<file path="config.mk">
export PLATFORM = sky130hd
export DESIGN_NAME = sa_nbb
export DESIGN_NICKNAME = d
export VERILOG_FILES = /design/src/rtl/sa_nbb_pkg.sv /design/src/rtl/sa_rx_collect.sv /design/src/rtl/sa_tx_source.sv /design/src/rtl/sa_regs.sv /design/src/rtl/sa_nbb.sv
export SDC_FILE = /design/constraint.sdc
export NUM_CORES = 1
export LEC_CHECK = 0
export CAP_MARGIN = 5
export CORE_MARGIN = 2
export CORE_UTILIZATION = 35
export CTS_CLUSTER_SIZE = 10
export DETAILED_ROUTE_END_ITERATION = 10
export PLACE_DENSITY_LB_ADDON = 0.1
export SYNTH_ARGS = -nofsm -noshare
export SYNTH_HDL_FRONTEND = slang
export SYNTH_SLANG_ARGS = --single-unit
</file>
<file path="constraint.sdc">
create_clock -name clk -period 2.2 [get_ports clk]
set_input_delay 0.44 -clock clk [delete_from_list [all_inputs] [get_ports clk]]
set_output_delay 0.44 -clock clk [all_outputs]
set_load 0.005 [all_outputs]
</file>
<file path="src/rtl/sa_nbb_pkg.sv">
package sa_nbb_pkg;
  localparam int unsigned SA_CNT_DEF  = 5;
  localparam int unsigned FRM_CNT_DEF = 8;
  localparam int unsigned REG_AW_DEF  = 4;
  localparam int unsigned REG_DW_DEF  = 8;
  // control slots placed after the receive and transmit byte banks
  localparam int unsigned OFS_BIT_FLG = 0;
  localparam int unsigned OFS_NIB_FLG = 1;
  localparam int unsigned OFS_STAT    = 2;
  localparam int unsigned OFS_BIT_MSK = 3;
  localparam int unsigned OFS_NIB_MSK = 4;
endpackage

</file>
<file path="src/rtl/sa_rx_collect.sv">
module sa_rx_collect #(
  parameter int unsigned NSA  = sa_nbb_pkg::SA_CNT_DEF,
  parameter int unsigned NFRM = sa_nbb_pkg::FRM_CNT_DEF,
  localparam int unsigned IDXW = $clog2(NFRM),
  localparam int unsigned HALF = NFRM / 2
) (
  input  logic                       clk,
  input  logic                       rst,
  input  logic                       mf_start,
  input  logic                       nfas_vld,
  input  logic [IDXW-1:0]            frm_idx,
  input  logic [NSA-1:0]             sa_bits,
  input  logic [NSA-1:0]             dl_sel,
  output logic [NSA-1:0][NFRM-1:0]   rx_buf,
  output logic [NSA-1:0]             bit_evt,
  output logic [NSA-2:0]             nib_evt
);
  logic [NSA-1:0][NFRM-1:0] asm_q, asm_nx;
  logic [IDXW-1:0]          pos;
  logic                     buf_ok;
  logic                     nib_done;

  assign pos      = IDXW'(NFRM-1) - frm_idx;
  assign nib_done = nfas_vld && (&frm_idx[IDXW-2:0]);

  always_comb begin
    asm_nx = asm_q;
    if (nfas_vld) begin
      for (int k = 0; k < NSA; k++) asm_nx[k][pos] = sa_bits[k];
    end
  end

  always_ff @(posedge clk) begin
    if (rst) begin
      asm_q  <= '0;
      rx_buf <= '0;
      buf_ok <= 1'b0;
    end else begin
      asm_q <= asm_nx;
      if (mf_start) begin
        rx_buf <= asm_q;
        buf_ok <= 1'b1;
      end
    end
  end

  genvar g;
  generate
    for (g = 0; g < NSA; g++) begin : g_byte
      assign bit_evt[g] = mf_start && buf_ok && !dl_sel[g] && (asm_q[g] != rx_buf[g]);
    end
    for (g = 1; g < NSA; g++) begin : g_nib
      logic [HALF-1:0] last_q;
      logic [HALF-1:0] nib_val;
      logic            ok_q;
      assign nib_val = frm_idx[IDXW-1] ? asm_nx[g][HALF-1:0] : asm_nx[g][NFRM-1:HALF];
      always_ff @(posedge clk) begin
        if (rst) begin
          last_q <= '0;
          ok_q   <= 1'b0;
        end else if (nib_done) begin
          last_q <= nib_val;
          ok_q   <= 1'b1;
        end
      end
      assign nib_evt[g-1] = nib_done && ok_q && !dl_sel[g] && (nib_val != last_q);
    end
  endgenerate
endmodule

</file>
<file path="src/rtl/sa_tx_source.sv">
module sa_tx_source #(
  parameter int unsigned NSA  = sa_nbb_pkg::SA_CNT_DEF,
  parameter int unsigned NFRM = sa_nbb_pkg::FRM_CNT_DEF,
  localparam int unsigned IDXW = $clog2(NFRM)
) (
  input  logic                     clk,
  input  logic                     rst,
  input  logic                     mf_start,
  input  logic                     req,
  input  logic [IDXW-1:0]          frm_idx,
  input  logic [NSA-1:0][NFRM-1:0] shadow,
  input  logic [NSA-1:0]           dl_sel,
  input  logic [NSA-1:0]           dl_tx,
  output logic [NSA-1:0][NFRM-1:0] tx_act,
  output logic [NSA-1:0]           tx_sa
);
  logic [IDXW-1:0] pos;
  assign pos = IDXW'(NFRM-1) - frm_idx;

  always_ff @(posedge clk) begin
    if (rst) begin
      tx_act <= '0;
      tx_sa  <= '0;
    end else begin
      if (mf_start) tx_act <= shadow;
      if (req) begin
        for (int k = 0; k < NSA; k++)
          tx_sa[k] <= dl_sel[k] ? dl_tx[k] : tx_act[k][pos];
      end
    end
  end
endmodule

</file>
<file path="src/rtl/sa_regs.sv">
module sa_regs #(
  parameter int unsigned NSA  = sa_nbb_pkg::SA_CNT_DEF,
  parameter int unsigned NFRM = sa_nbb_pkg::FRM_CNT_DEF,
  parameter int unsigned AW   = sa_nbb_pkg::REG_AW_DEF,
  parameter int unsigned DW   = sa_nbb_pkg::REG_DW_DEF,
  localparam int unsigned NNIB     = NSA - 1,
  localparam int unsigned TX_BASE  = NSA,
  localparam int unsigned CTL_BASE = 2 * NSA
) (
  input  logic                     clk,
  input  logic                     rst,
  input  logic [AW-1:0]            addr,
  input  logic                     wr,
  input  logic [DW-1:0]            wdata,
  input  logic                     rd,
  output logic [DW-1:0]            rdata,
  input  logic [NSA-1:0][NFRM-1:0] rx_buf,
  input  logic [NSA-1:0]           bit_evt,
  input  logic [NNIB-1:0]          nib_evt,
  input  logic                     mf_evt,
  output logic [NSA-1:0][NFRM-1:0] tx_shadow,
  output logic [NSA-1:0]           bit_flg,
  output logic [NNIB-1:0]          nib_flg,
  output logic                     mf_flg,
  output logic                     irq
);
  import sa_nbb_pkg::*;

  logic [NSA-1:0]  bit_msk;
  logic [NNIB-1:0] nib_msk;
  logic            mf_msk;
  logic [DW-1:0]   rd_nx;
  logic hit_bf, hit_nf, hit_st, hit_bm, hit_nm;

  assign hit_bf = (addr == AW'(CTL_BASE + OFS_BIT_FLG));
  assign hit_nf = (addr == AW'(CTL_BASE + OFS_NIB_FLG));
  assign hit_st = (addr == AW'(CTL_BASE + OFS_STAT));
  assign hit_bm = (addr == AW'(CTL_BASE + OFS_BIT_MSK));
  assign hit_nm = (addr == AW'(CTL_BASE + OFS_NIB_MSK));

  always_comb begin
    rd_nx = '0;
    for (int k = 0; k < NSA; k++) begin
      if (addr == AW'(k))           rd_nx = DW'(rx_buf[k]);
      if (addr == AW'(TX_BASE + k)) rd_nx = DW'(tx_shadow[k]);
    end
    if (hit_bf) rd_nx = DW'(bit_flg);
    if (hit_nf) rd_nx = DW'(nib_flg);
    if (hit_st) rd_nx = DW'(mf_flg);
    if (hit_bm) rd_nx = DW'(bit_msk);
    if (hit_nm) rd_nx = DW'({mf_msk, nib_msk});
  end

  always_ff @(posedge clk) begin
    if (rst) begin
      bit_flg   <= '0;
      nib_flg   <= '0;
      mf_flg    <= 1'b0;
      bit_msk   <= '0;
      nib_msk   <= '0;
      mf_msk    <= 1'b0;
      tx_shadow <= '0;
      rdata     <= '0;
      irq       <= 1'b0;
    end else begin
      bit_flg <= (bit_flg & ~((wr && hit_bf) ? wdata[NSA-1:0]  : '0)) | bit_evt;
      nib_flg <= (nib_flg & ~((wr && hit_nf) ? wdata[NNIB-1:0] : '0)) | nib_evt;
      mf_flg  <= (mf_flg & ~(wr && hit_st && wdata[0])) | mf_evt;
      if (wr && hit_bm) bit_msk <= wdata[NSA-1:0];
      if (wr && hit_nm) begin
        nib_msk <= wdata[NNIB-1:0];
        mf_msk  <= wdata[NNIB];
      end
      for (int k = 0; k < NSA; k++)
        if (wr && addr == AW'(TX_BASE + k)) tx_shadow[k] <= wdata[NFRM-1:0];
      if (rd) rdata <= rd_nx;
      irq <= (|(bit_flg & bit_msk)) | (|(nib_flg & nib_msk)) | (mf_flg & mf_msk);
    end
  end
endmodule

</file>
<file path="src/rtl/sa_nbb.sv">
module sa_nbb #(
  parameter int unsigned NSA  = sa_nbb_pkg::SA_CNT_DEF,
  parameter int unsigned NFRM = sa_nbb_pkg::FRM_CNT_DEF,
  parameter int unsigned AW   = sa_nbb_pkg::REG_AW_DEF,
  parameter int unsigned DW   = sa_nbb_pkg::REG_DW_DEF,
  localparam int unsigned IDXW = $clog2(NFRM)
) (
  input  logic            clk,
  input  logic            rst,
  input  logic            rx_mf_start,
  input  logic            rx_nfas_vld,
  input  logic [IDXW-1:0] rx_frm_idx,
  input  logic [NSA-1:0]  rx_sa,
  input  logic            tx_mf_start,
  input  logic            tx_nfas_req,
  input  logic [IDXW-1:0] tx_frm_idx,
  output logic [NSA-1:0]  tx_sa,
  input  logic [NSA-1:0]  dl_sel,
  input  logic [NSA-1:0]  dl_tx,
  input  logic [AW-1:0]   reg_addr,
  input  logic            reg_wr,
  input  logic [DW-1:0]   reg_wdata,
  input  logic            reg_rd,
  output logic [DW-1:0]   reg_rdata,
  output logic            irq
);
  logic [NSA-1:0][NFRM-1:0] rx_buf;
  logic [NSA-1:0][NFRM-1:0] tx_shadow;
  logic [NSA-1:0][NFRM-1:0] tx_act;
  logic [NSA-1:0]           bit_evt;
  logic [NSA-2:0]           nib_evt;
  logic [NSA-1:0]           bit_flg;
  logic [NSA-2:0]           nib_flg;
  logic                     mf_flg;

  sa_rx_collect #(.NSA(NSA), .NFRM(NFRM)) u_rx (
    .clk(clk), .rst(rst), .mf_start(rx_mf_start), .nfas_vld(rx_nfas_vld),
    .frm_idx(rx_frm_idx), .sa_bits(rx_sa), .dl_sel(dl_sel),
    .rx_buf(rx_buf), .bit_evt(bit_evt), .nib_evt(nib_evt)
  );

  sa_tx_source #(.NSA(NSA), .NFRM(NFRM)) u_tx (
    .clk(clk), .rst(rst), .mf_start(tx_mf_start), .req(tx_nfas_req),
    .frm_idx(tx_frm_idx), .shadow(tx_shadow), .dl_sel(dl_sel), .dl_tx(dl_tx),
    .tx_act(tx_act), .tx_sa(tx_sa)
  );

  sa_regs #(.NSA(NSA), .NFRM(NFRM), .AW(AW), .DW(DW)) u_regs (
    .clk(clk), .rst(rst), .addr(reg_addr), .wr(reg_wr), .wdata(reg_wdata),
    .rd(reg_rd), .rdata(reg_rdata), .rx_buf(rx_buf), .bit_evt(bit_evt),
    .nib_evt(nib_evt), .mf_evt(rx_mf_start), .tx_shadow(tx_shadow),
    .bit_flg(bit_flg), .nib_flg(nib_flg), .mf_flg(mf_flg), .irq(irq)
  );
endmodule

</file>
==> Yosys cells after proc, flatten, opt, wreduce, memory -nomap -nowiden <==
Index checks and enable logic that the tools add are counted.
{ "word_totals": {"register_bits": 212, "input_bits": 41, "output_inout_bits": 14, "wordCells": 163} }
{ "classes": {"addsub": 2, "order_cmp": 3, "eq_ne": 23, "n_mux": 44, "bitwise": 14, "n_reduce_logical": 42} }
{ "ops": {"columns": ["cell", "count"], "rows": [
  ["2-to-1 mux 8 bit", 15],
  ["bitwise mux 8 bit", 5],
  ["2-to-1 mux 40 bit", 1],
  ["!= test 8 bit", 5],
  ["logical AND 1 bit", 33],
  ["equality test 4 bit, second input constant", 7],
  ["2-to-1 mux 4 bit", 5],
  ["equality test 4 x 3 -> 1 bit, second input constant", 4],
  ["!= test 4 bit", 4],
  ["binary-select mux 1 bit (select 3 bit)", 5],
  ["2-to-1 mux 1 bit", 11],
  ["AND 5 bit", 2],
  ["AND 4 bit", 2],
  ["equality test 4 x 2 -> 1 bit, second input constant", 2],
  ["less-than comparator 3 x 4 -> 1 bit, second input constant", 2],
  ["subtractor 3 bit, first input constant", 2],
  ["logical NOT 1 bit", 5],
  ["2-to-1 mux 5 bit", 1],
  ["NOT 5 bit", 1],
  ["OR 5 bit", 1],
  ["OR reduction 5 bit", 1],
  ["equality test 4 x 1 -> 1 bit, second input constant", 1],
  ["logical NOT 4 bit", 1],
  ["NOT 4 bit", 1],
  ["8 further kinds", 11]
]} }

==> Depth between registers and ports, before layout <==
Gate-level depths: netlist (run 1).
{ "logic_depth": {"word_depth": 16, "depth_mapped": 9, "mapped_depth_nobuf": 6} }

==> Modules after synthesis <==
From an unflattened synthesis (run 1), not the netlist that was laid out.
{ "unflattened": {"hier_cells": 1162, "hier_area_um2": 10423.7} }
{ "modules_own_cells": {"columns": ["mod", "instances", "cells_each", "area_per_inst_um2", "seq_area_each_um2"], "rows": [
  ["sa_rx_collect", 1, 486, 4570.6, 1961.9],
  ["sa_regs", 1, 478, 3818.7, 1381.3],
  ["sa_tx_source", 1, 198, 2034.5, 900.9]
]} }

==> Worst setup path after synthesis (run 1) <==
OpenSTA, ideal clock, no wires.
{ "synth_path": {"path_type": "input port to flip-flop", "from": "input port rx_frm_idx[0]", "to": "register u_regs.nib_flg[2]", "setup_ns": 0.122, "arrival_ns": 1.594, "required_time_ns": 2.078, "path_slack_ns": 0.484, "stages": 9, "n_path_buf": 3, "path_cell_list": "buf_4 -> and3_1 -> buf_2 -> buf_6 -> nand2_1 -> o21ai_1 -> xor2_1 -> nor4_1 -> o31ai_1"} }
{ "synth_between": {"elab_chain_len": 11, "elab_cells_between_ends": 16, "classes_between": "add/sub: 1; order compare: 2; eq/ne: 1; mux: 5; bitwise: 1; reduce/logical: 6"} }
{ "synth_rtl": {"columns": ["item", "line_no", "text"], "rows": [
  ["from (decl)", "sa_nbb.sv:12", "input logic [IDXW-1:0] rx_frm_idx,"],
  ["subtractor 3 bit", "sa_rx_collect.sv:23", "assign pos = IDXW'(NFRM-1) - frm_idx;"],
  ["less-than comparator 3 x 4 -> 1 bit (implied by the code) / greater-or-equal comparator 3 x 1 -> 1 bit (equally long branches)", "sa_rx_collect.sv:29", "for (int k = 0; k < NSA; k++) asm_nx[k][pos] = sa_bits[k];"],
  ["logical AND 1 bit (implied by the code)", "sa_rx_collect.sv:29", null],
  ["2-to-1 mux 1 bit (implied by the code)", "sa_rx_collect.sv:29", null],
  ["demux 1 bit (select 3 bit)", null, null],
  ["bitwise mux 8 bit", "sa_rx_collect.sv:29", null],
  ["2-to-1 mux 40 bit", "sa_rx_collect.sv:28", "if (nfas_vld) begin"],
  ["2-to-1 mux 4 bit", "sa_rx_collect.sv:56", "assign nib_val = frm_idx[IDXW-1] ? asm_nx[g][HALF-1:0] : asm_nx[g][NFRM-1:HALF];"],
  ["!= test 4 bit", "sa_rx_collect.sv:66", "assign nib_evt[g-1] = nib_done && ok_q && !dl_sel[g] && (nib_val != last_q);"],
  ["logical AND 1 bit (*)", "sa_rx_collect.sv:66", null],
  ["OR 4 bit (*)", "sa_regs.sv:67", "nib_flg <= (nib_flg & ~((wr && hit_nf) ? wdata[NNIB-1:0] : '0)) | nib_evt;"],
  ["to (signal assigned)", "sa_regs.sv:67", null],
  ["to (decl)", "sa_regs.sv:23", "output logic [NNIB-1:0] nib_flg,"]
]} }
Mark *: on every way between the ends. The rest lies on a longest branch, timed or not.
A chain may end at the register's enable or synchronous reset.

==> Worst setup path in the final report (run 1) <==
{ "layout_path": {"from": "input port reg_addr[2]", "to": "register u_regs.rdata[2]"} }
{ "layout_between": {"elab_chain_len": 16, "elab_cells_between_ends": 30, "classes_between": "eq/ne: 14; mux: 15; reduce/logical: 1"} }
{ "layout_rtl": {"columns": ["item", "line_no", "text"], "rows": [
  ["from (decl)", "sa_nbb.sv:20", "input logic [AW-1:0] reg_addr,"],
  ["logical NOT 4 bit", "sa_regs.sv:44", "if (addr == AW'(k)) rd_nx = DW'(rx_buf[k]);"],
  ["2-to-1 mux 8 bit", "sa_regs.sv:44", null],
  ["2-to-1 mux 8 bit", "sa_regs.sv:45", "if (addr == AW'(TX_BASE + k)) rd_nx = DW'(tx_shadow[k]);"],
  ["2-to-1 mux 8 bit", "sa_regs.sv:44", null],
  ["2-to-1 mux 8 bit", "sa_regs.sv:45", null],
  ["2-to-1 mux 8 bit", "sa_regs.sv:44", null],
  ["2-to-1 mux 8 bit", "sa_regs.sv:45", null],
  ["2-to-1 mux 8 bit", "sa_regs.sv:44", null],
  ["2-to-1 mux 8 bit", "sa_regs.sv:45", null],
  ["2-to-1 mux 8 bit", "sa_regs.sv:44", null],
  ["2-to-1 mux 8 bit", "sa_regs.sv:45", null],
  ["2-to-1 mux 8 bit", "sa_regs.sv:47", "if (hit_bf) rd_nx = DW'(bit_flg);"],
  ["2-to-1 mux 8 bit", "sa_regs.sv:48", "if (hit_nf) rd_nx = DW'(nib_flg);"],
  ["2-to-1 mux 8 bit", "sa_regs.sv:49", "if (hit_st) rd_nx = DW'(mf_flg);"],
  ["2-to-1 mux 8 bit", "sa_regs.sv:50", "if (hit_bm) rd_nx = DW'(bit_msk);"],
  ["2-to-1 mux 8 bit (*)", "sa_regs.sv:51", "if (hit_nm) rd_nx = DW'({mf_msk, nib_msk});"],
  ["to (signal assigned)", "sa_regs.sv:76", "if (rd) rdata <= rd_nx;"],
  ["to (decl)", "sa_regs.sv:16", "output logic [DW-1:0] rdata,"]
]} }
Marked as above.

==> results of run 1 <==
[power by group through the flow]
stage | Sequential (mW) | Clock [mW] | Combinational (mW)
global placement | 4.06 | 0 | 0.988
CTS | 3.97 | 4.08 | 0.990
global route | 3.98 | 4.24 | 1.07
detailed placement | 4.06 | 0 | 0.987
finish | 3.98 | 3.98 | 0.989
floorplan | 4.03 | 0 | 0.552
[logic make-up after synthesis]
kind of cell | Yosys count | share of synthesized area
mux | 164 | 0.1749
simple gates | 366 | 0.1628
xor+xnor | 56 | 0.04831
compound gates | 253 | 0.1518
flops | 212 | 0.4180
buf+inv | 96 | 0.04424
[critical path, delay by kind of cell]
kind | cells | cell delay [ns]
compound gates | 5 | 1.08
buf+inv | 3 | 0.89
simple gates | 1 | 0.15
[cell type report]
cell class,count,area (µm²),share of cell area
clock buffer,35,735.7,0.05857
clock inverter,2,35.03,0.002789
inverter,9,33.78,0.002690
multi-input combinational,839,5461,0.4348
sequential,212,4244,0.3379
tap,384,480.5,0.03825
timing repair buffer,177,1570,0.1250
[through the flow]
step | area (µm²) | hold WS [ns]
floorplan | 10150 | 0.4347
global placement | 11790 | 0.4459
detailed placement | 11790 | 0.4554
CTS | 12560 | 0.2692
global route | 12560 | 0.2822
finish | 12560 | 0.2722
[cell usage after synthesis (12+ instances only)]
library cell  instances
dfxtp_1             212
nor2_1              173
mux2i_1             147
nand2_1              99
a21oi_1              92
o21ai_0              60
clkbuf_1             49
xor2_1               44
buf_2                26
nand3_1              24
nand2b_1             16
a211oi_1             14
nor4_1               14
xnor2_1              12
[routing by layer]
metal	part of all wire	global-route usage
met4	0.022	0.05252
met3	0.043	0.02712
met2	0.44	0.3396
met1	0.49	0.3127
met5	0	0
[sequential cells by signal (all words and copies together) (netlist names), named ones only]
name,count
u_regs.tx_shadow,40
u_rx.rx_buf,40
u_tx.tx_act,40
u_rx.asm_q,32
u_rx.g_nib.last_q,16
u_regs.rdata,8
u_regs.bit_flg,5
u_regs.bit_msk,5
u_tx.tx_sa,5
u_regs.nib_flg,4
u_regs.nib_msk,4
u_regs.irq,1
u_regs.mf_flg,1
u_regs.mf_msk,1
u_rx.buf_ok,1
u_rx.g_nib.ok_q,1
[worst paths after layout]
kind                            cells after the start                    start  slack (ns)                      end
worst min register to register                      2  u_rx.g_nib[1].last_q[0]        0.47  u_rx.g_nib[1].last_q[0]
worst min-delay path                                2                      rst        0.27           u_rx.asm_q[33]
worst max register to register                      5           u_rx.rx_buf[8]        0.49          u_regs.rdata[0]
worst max-delay path                                9              reg_addr[2]        0.08          u_regs.rdata[2]
==> results.md, run 1 <==
- Mapped Avg Cell Area: 8.852 µm²
- Most frequent cells in the layout: dfxtp_1 (212), nor2_1 (173), mux2i_1 (147), buf_4 (113), nand2_1 (99)
- Initial antenna violation count: 0
- Hold Vio Cnt, Final: 0
- Setup crit end kind: register
- Worst EP required: 2.64 ns
- Vias/cell: 5.251
- CTS clk-pin slew, worst paths: 0.06 ns
- Filler Cell Count: 2877
- Post-Syn Nets: 1188
- Slew HR: 0.4949
- FP Rows: 62
- Cells along the critical path: clkdlybuf4s50_1 -> buf_4 -> buf_4 -> nand2b_1 -> a21o_1 -> a21boi_0 -> o221ai_1 -> o221ai_1 -> a221oi_1
- CP Max Fanout: 6
- CTS sink count: 212
- Die Y: 174.3 µm
- Switch Pwr: 2.191 mW
- CP max stage cell: clkdlybuf4s50_1
- GRT Resource Usage Total: 0.2157
- Yosys cell types: 64
- Period utilization: 0.9659
- Final #Nets: 1306
- Antenna viol nets, final: 0
- CTS tree: done
- Final setup fails: 0
- Hold buffer count at cts: 0
- Sequential area share after synthesis: 0.4180
- H-tree depth: 1
- Post-layout worst setup margin: 0.07506 ns
- I/O Buffers: 54
- Final core occ: 0.4388
- Hpwl dp: 24560 µm
- Max cap viols: 0
- Outcome: complete, no violations
- First DRT Iteration DRCs: 578
- Pint: 6.751 mW
- Power share of the clock group: 0.445
- Mapped Cells: 1147
- Commonest non-fill, non-tap cell in the layout: dfxtp_1
- Post-synth top area cell: dfxtp_1
- Setup Crit Path Kind: input port to register
- Die extent in x: 174.3 µm
- Avg WL per Cell: 19.83 µm
- Clk buf depth: 3
- Post-CTS Setup Bufs: 0
- Clk_lat worst skew: 0.53 ns
- Final Max Tran Viols: 0
- Cells after DPL: 1621
- Total chip power: 8.942 mW
- Final worst path period need: 2.125 ns
- GP Congestion: 0.8553
- Clock root cell: clkbuf_16
- Finished Layout Cells: 1658
- Antenna Cells: 0
- Core area: 28630 µm²
- Max frequency: 0.4706 GHz
- Via Count: 8706
- I/O pin count: 55
- Worst slew pin tran: 0.7577 ns
- Post-Route WL: 32880 µm
- Critical path startpoint category: input port
- Pre-CTS setup slack: -0.4375 ns
- CP max stage delay: 0.54 ns
- LEAKAGE: 5.191 nW
- Total gr overflow: 0
- Post-CTS Resized: 0
- Final clock skew: 0.01090 ns
- Hold Path Class: input port to register
- CP arrival: 2.56 ns
- Pre-Repair DR Iteration Count: 6
- Global-route wire length before repair: 50940 µm
- Setup TNS: 0 ns
- Starting Density: 0.3547
- Synthesis warning total: 0
- Sequential share of power: 0.445
- Comb pwr share: 0.111
- Synth area leaders: dfxtp_1 (42%), mux2i_1 (14%), nor2_1 (6.4%)
- Max IR drop VDD: 0.4951 mV
- Mapped cell area: 10150 µm²
- Sw frac: 0.2450
- Syn-to-layout area delta: 23.71%
- Drt drc: 0
- Seq cells post-synth: 212
- Pwr/cell area: 711.9 nW/µm²
- Number of CTS-inserted buffers: 26
- Vias in the first global route: 8336
- Area share of the largest cell type after synthesis: 0.4180
- RSZ-0062 raised after global routing: false
- Post-synth EDFFs: 0
- Die area: 30390 µm²
- Async SR Flop Fraction: 0
- Share of cells above drive strength 1: 0.1531
- Largest net degree at the start of global routing: 98
- Most used flip-flop cell after synthesis: dfxtp_1
Note: power is estimated with default switching activity, not from simulation.
==> run 2: changes to the inputs <==
- ABC_AREA: unset -> 1
- ABC_CLOCK_PERIOD_IN_PS: unset -> 2200
==> results.md, run 2 <==
- Max cap viols: 0
- Pre-Repair DR Iteration Count: 7
- Post-layout worst setup margin: 0.1607 ns
- Max frequency: 0.4904 GHz
- CP Max Fanout: 6
- Global-route wire length before repair: 47470 µm
- Clock root cell: clkbuf_16
- Max IR drop VDD: 0.3992 mV
- Seq cells post-synth: 212
- CTS clk-pin slew, worst paths: 0.06 ns
- Async SR Flop Fraction: 0
- Most used flip-flop cell after synthesis: dfxtp_1
- CP arrival: 2.44 ns
- Clk_lat worst skew: 0.53 ns
- Post-Syn Nets: 1384
- Vias in the first global route: 8378
- Avg WL per Cell: 16.46 µm
- Largest net degree at the start of global routing: 97
- Number of CTS-inserted buffers: 25
- Core area: 27630 µm²
- Setup crit end kind: register
- Pre-CTS setup slack: -0.5210 ns
- Post-synth top area cell: dfxtp_1
- Post-Route WL: 30420 µm
- Sequential area share after synthesis: 0.4357
- Outcome: complete, no violations
- Die Y: 170.8 µm
- Final setup fails: 0
- Worst EP required: 2.60 ns
- Hold buffer count at cts: 0
- Mapped Avg Cell Area: 7.254 µm²
- Pwr/cell area: 730.2 nW/µm²
- CTS tree: done
- Hpwl dp: 22800 µm
- Area share of the largest cell type after synthesis: 0.4357
- Yosys cell types: 42
- Clk buf depth: 3
- RSZ-0062 raised after global routing: false
- Worst slew pin tran: 0.8139 ns
- Syn-to-layout area delta: 23.70%
- I/O Buffers: 54
- Mapped cell area: 9742 µm²
- Die extent in x: 170.8 µm
- Final Max Tran Viols: 0
- Total gr overflow: 0
- Count leader, synth: dfxtp_1
- Synthesis warning total: 0
- Final worst path period need: 2.039 ns
- First DRT Iteration DRCs: 552
- Hold_ws: 0.3288 ns
- H-tree depth: 1
- Post-synth top cells: dfxtp_1 (212), o21ai_0 (195), nand2_1 (191)
- Die area: 29180 µm²
- Most frequent cells in the layout: dfxtp_1 (212), o21ai_0 (195), nand2_1 (191), nor2_1 (172), a21oi_1 (135)
- Via Count: 8961
- Hold Vio Cnt, Final: 0
- LEAKAGE: 4.764 nW
- Critical path startpoint category: input port
- Final #Nets: 1505
- Post-synth EDFFs: 0
- Total chip power: 8.799 mW
- Antenna viol nets, final: 0
- CTS sink count: 212
- Final clock skew: 0.02093 ns
- I/O pin count: 55
- Vias/cell: 4.849
- Setup TNS: 0 ns
- Mapped Cells: 1343
- Period utilization: 0.9270
- Biggest registers after layout: u_regs.tx_shadow: 40 flops, u_rx.rx_buf: 40 flops, u_tx.tx_act: 40 flops
- Commonest non-fill, non-tap cell in the layout: dfxtp_1
- Synth area leaders: dfxtp_1 (44%), o21ai_0 (10%), nand2_1 (7.4%)
- GP Congestion: 0.8936
- Initial antenna violation count: 0
- Antenna Cells: 0
- FP Rows: 61
- Setup Crit Path Kind: input port to register
- Share of cells above drive strength 1: 0.1374
- Starting Density: 0.3526
- GRT Resource Usage Total: 0.2098
- Drt drc: 0
- Slew HR: 0.4503
- Hold Path Class: input port to register
==> run 2: worst max-delay path, cell delays in order <==
cell,delay (ns)
clkdlybuf4s50_1,0.46
buf_4,0.18
inv_4,0.05
nand2_1,0.08
nor2_2,0.13
nand2_4,0.09
inv_2,0.12
o21ai_1,0.09
o21ai_1,0.20
xor2_1,0.16
nand2_1,0.11
o21ai_2,0.22
a21oi_1,0.09
==> run 2: final cells by class <==
cell class / instances / area, µm²
clock buffer: 32 / 661.9
sequential: 212 / 4244
inverter: 147 / 563.0
multi-input combinational: 923 / 4696
clock inverter: 1 / 8.758
tap: 378 / 473.0
timing repair buffer: 155 / 1404
fill: 2878 / 15580
==> run 2: power breakdown <==
group	internal, mW	switching (mW)
Combinational	0.434	0.597
Clock	2.07	1.57
Sequential	4.00	0.126
==> run 2: path summary, 6_finish.rpt <==
path	cells past startpoint	from	end	slack [ns]
min reg2reg	2	u_regs.rdata[1]	u_regs.rdata[1]	0.47
max reg2reg	4	u_rx.rx_buf[18]	u_regs.bit_flg[2]	0.49
max	13	rx_frm_idx[2]	u_regs.nib_flg[0]	0.16
min	4	rst	register	0.33
==> run 2: per-layer routing <==
metal  global-route usage  wire, µm  vias to the layer above
li1                     -         -                     4657
met1               0.2978     15010                     4079
met2               0.3388     13470                      182
met3              0.02383      1174                       43
met4              0.05490       767                        0
met5                    0         0                        -
==> run 2: per-stage QoR <==
| step | cell area [µm²] | std cells | util |
|---|---|---|---|
| after CTS | 12040 | 1848 | 0.4357 |
| final | 12050 | 1848 | 0.4361 |
| after detailed placement | 11370 | 1815 | 0.4114 |
| after floorplan | 9742 | 1343 | - |
| after global routing | 12050 | 1848 | 0.4361 |
| after global placement | 11370 | 1815 | 0.4114 |
==> run 2: cell families after synthesis <==
group	synth area share
AO/OA/AOI/OAI	0.2334
XOR/XNOR	0.05035
buffers and inverters	0.08310
flip-flops	0.4357
AND/OR/NAND/NOR	0.1975
==> run 2: repair_timing <==
action / 4_1_cts / 5_1_grt
setup buffers: 0 / 0
gates resized for setup: 0 / 4
endpoints found under the setup margin: 0 / 3
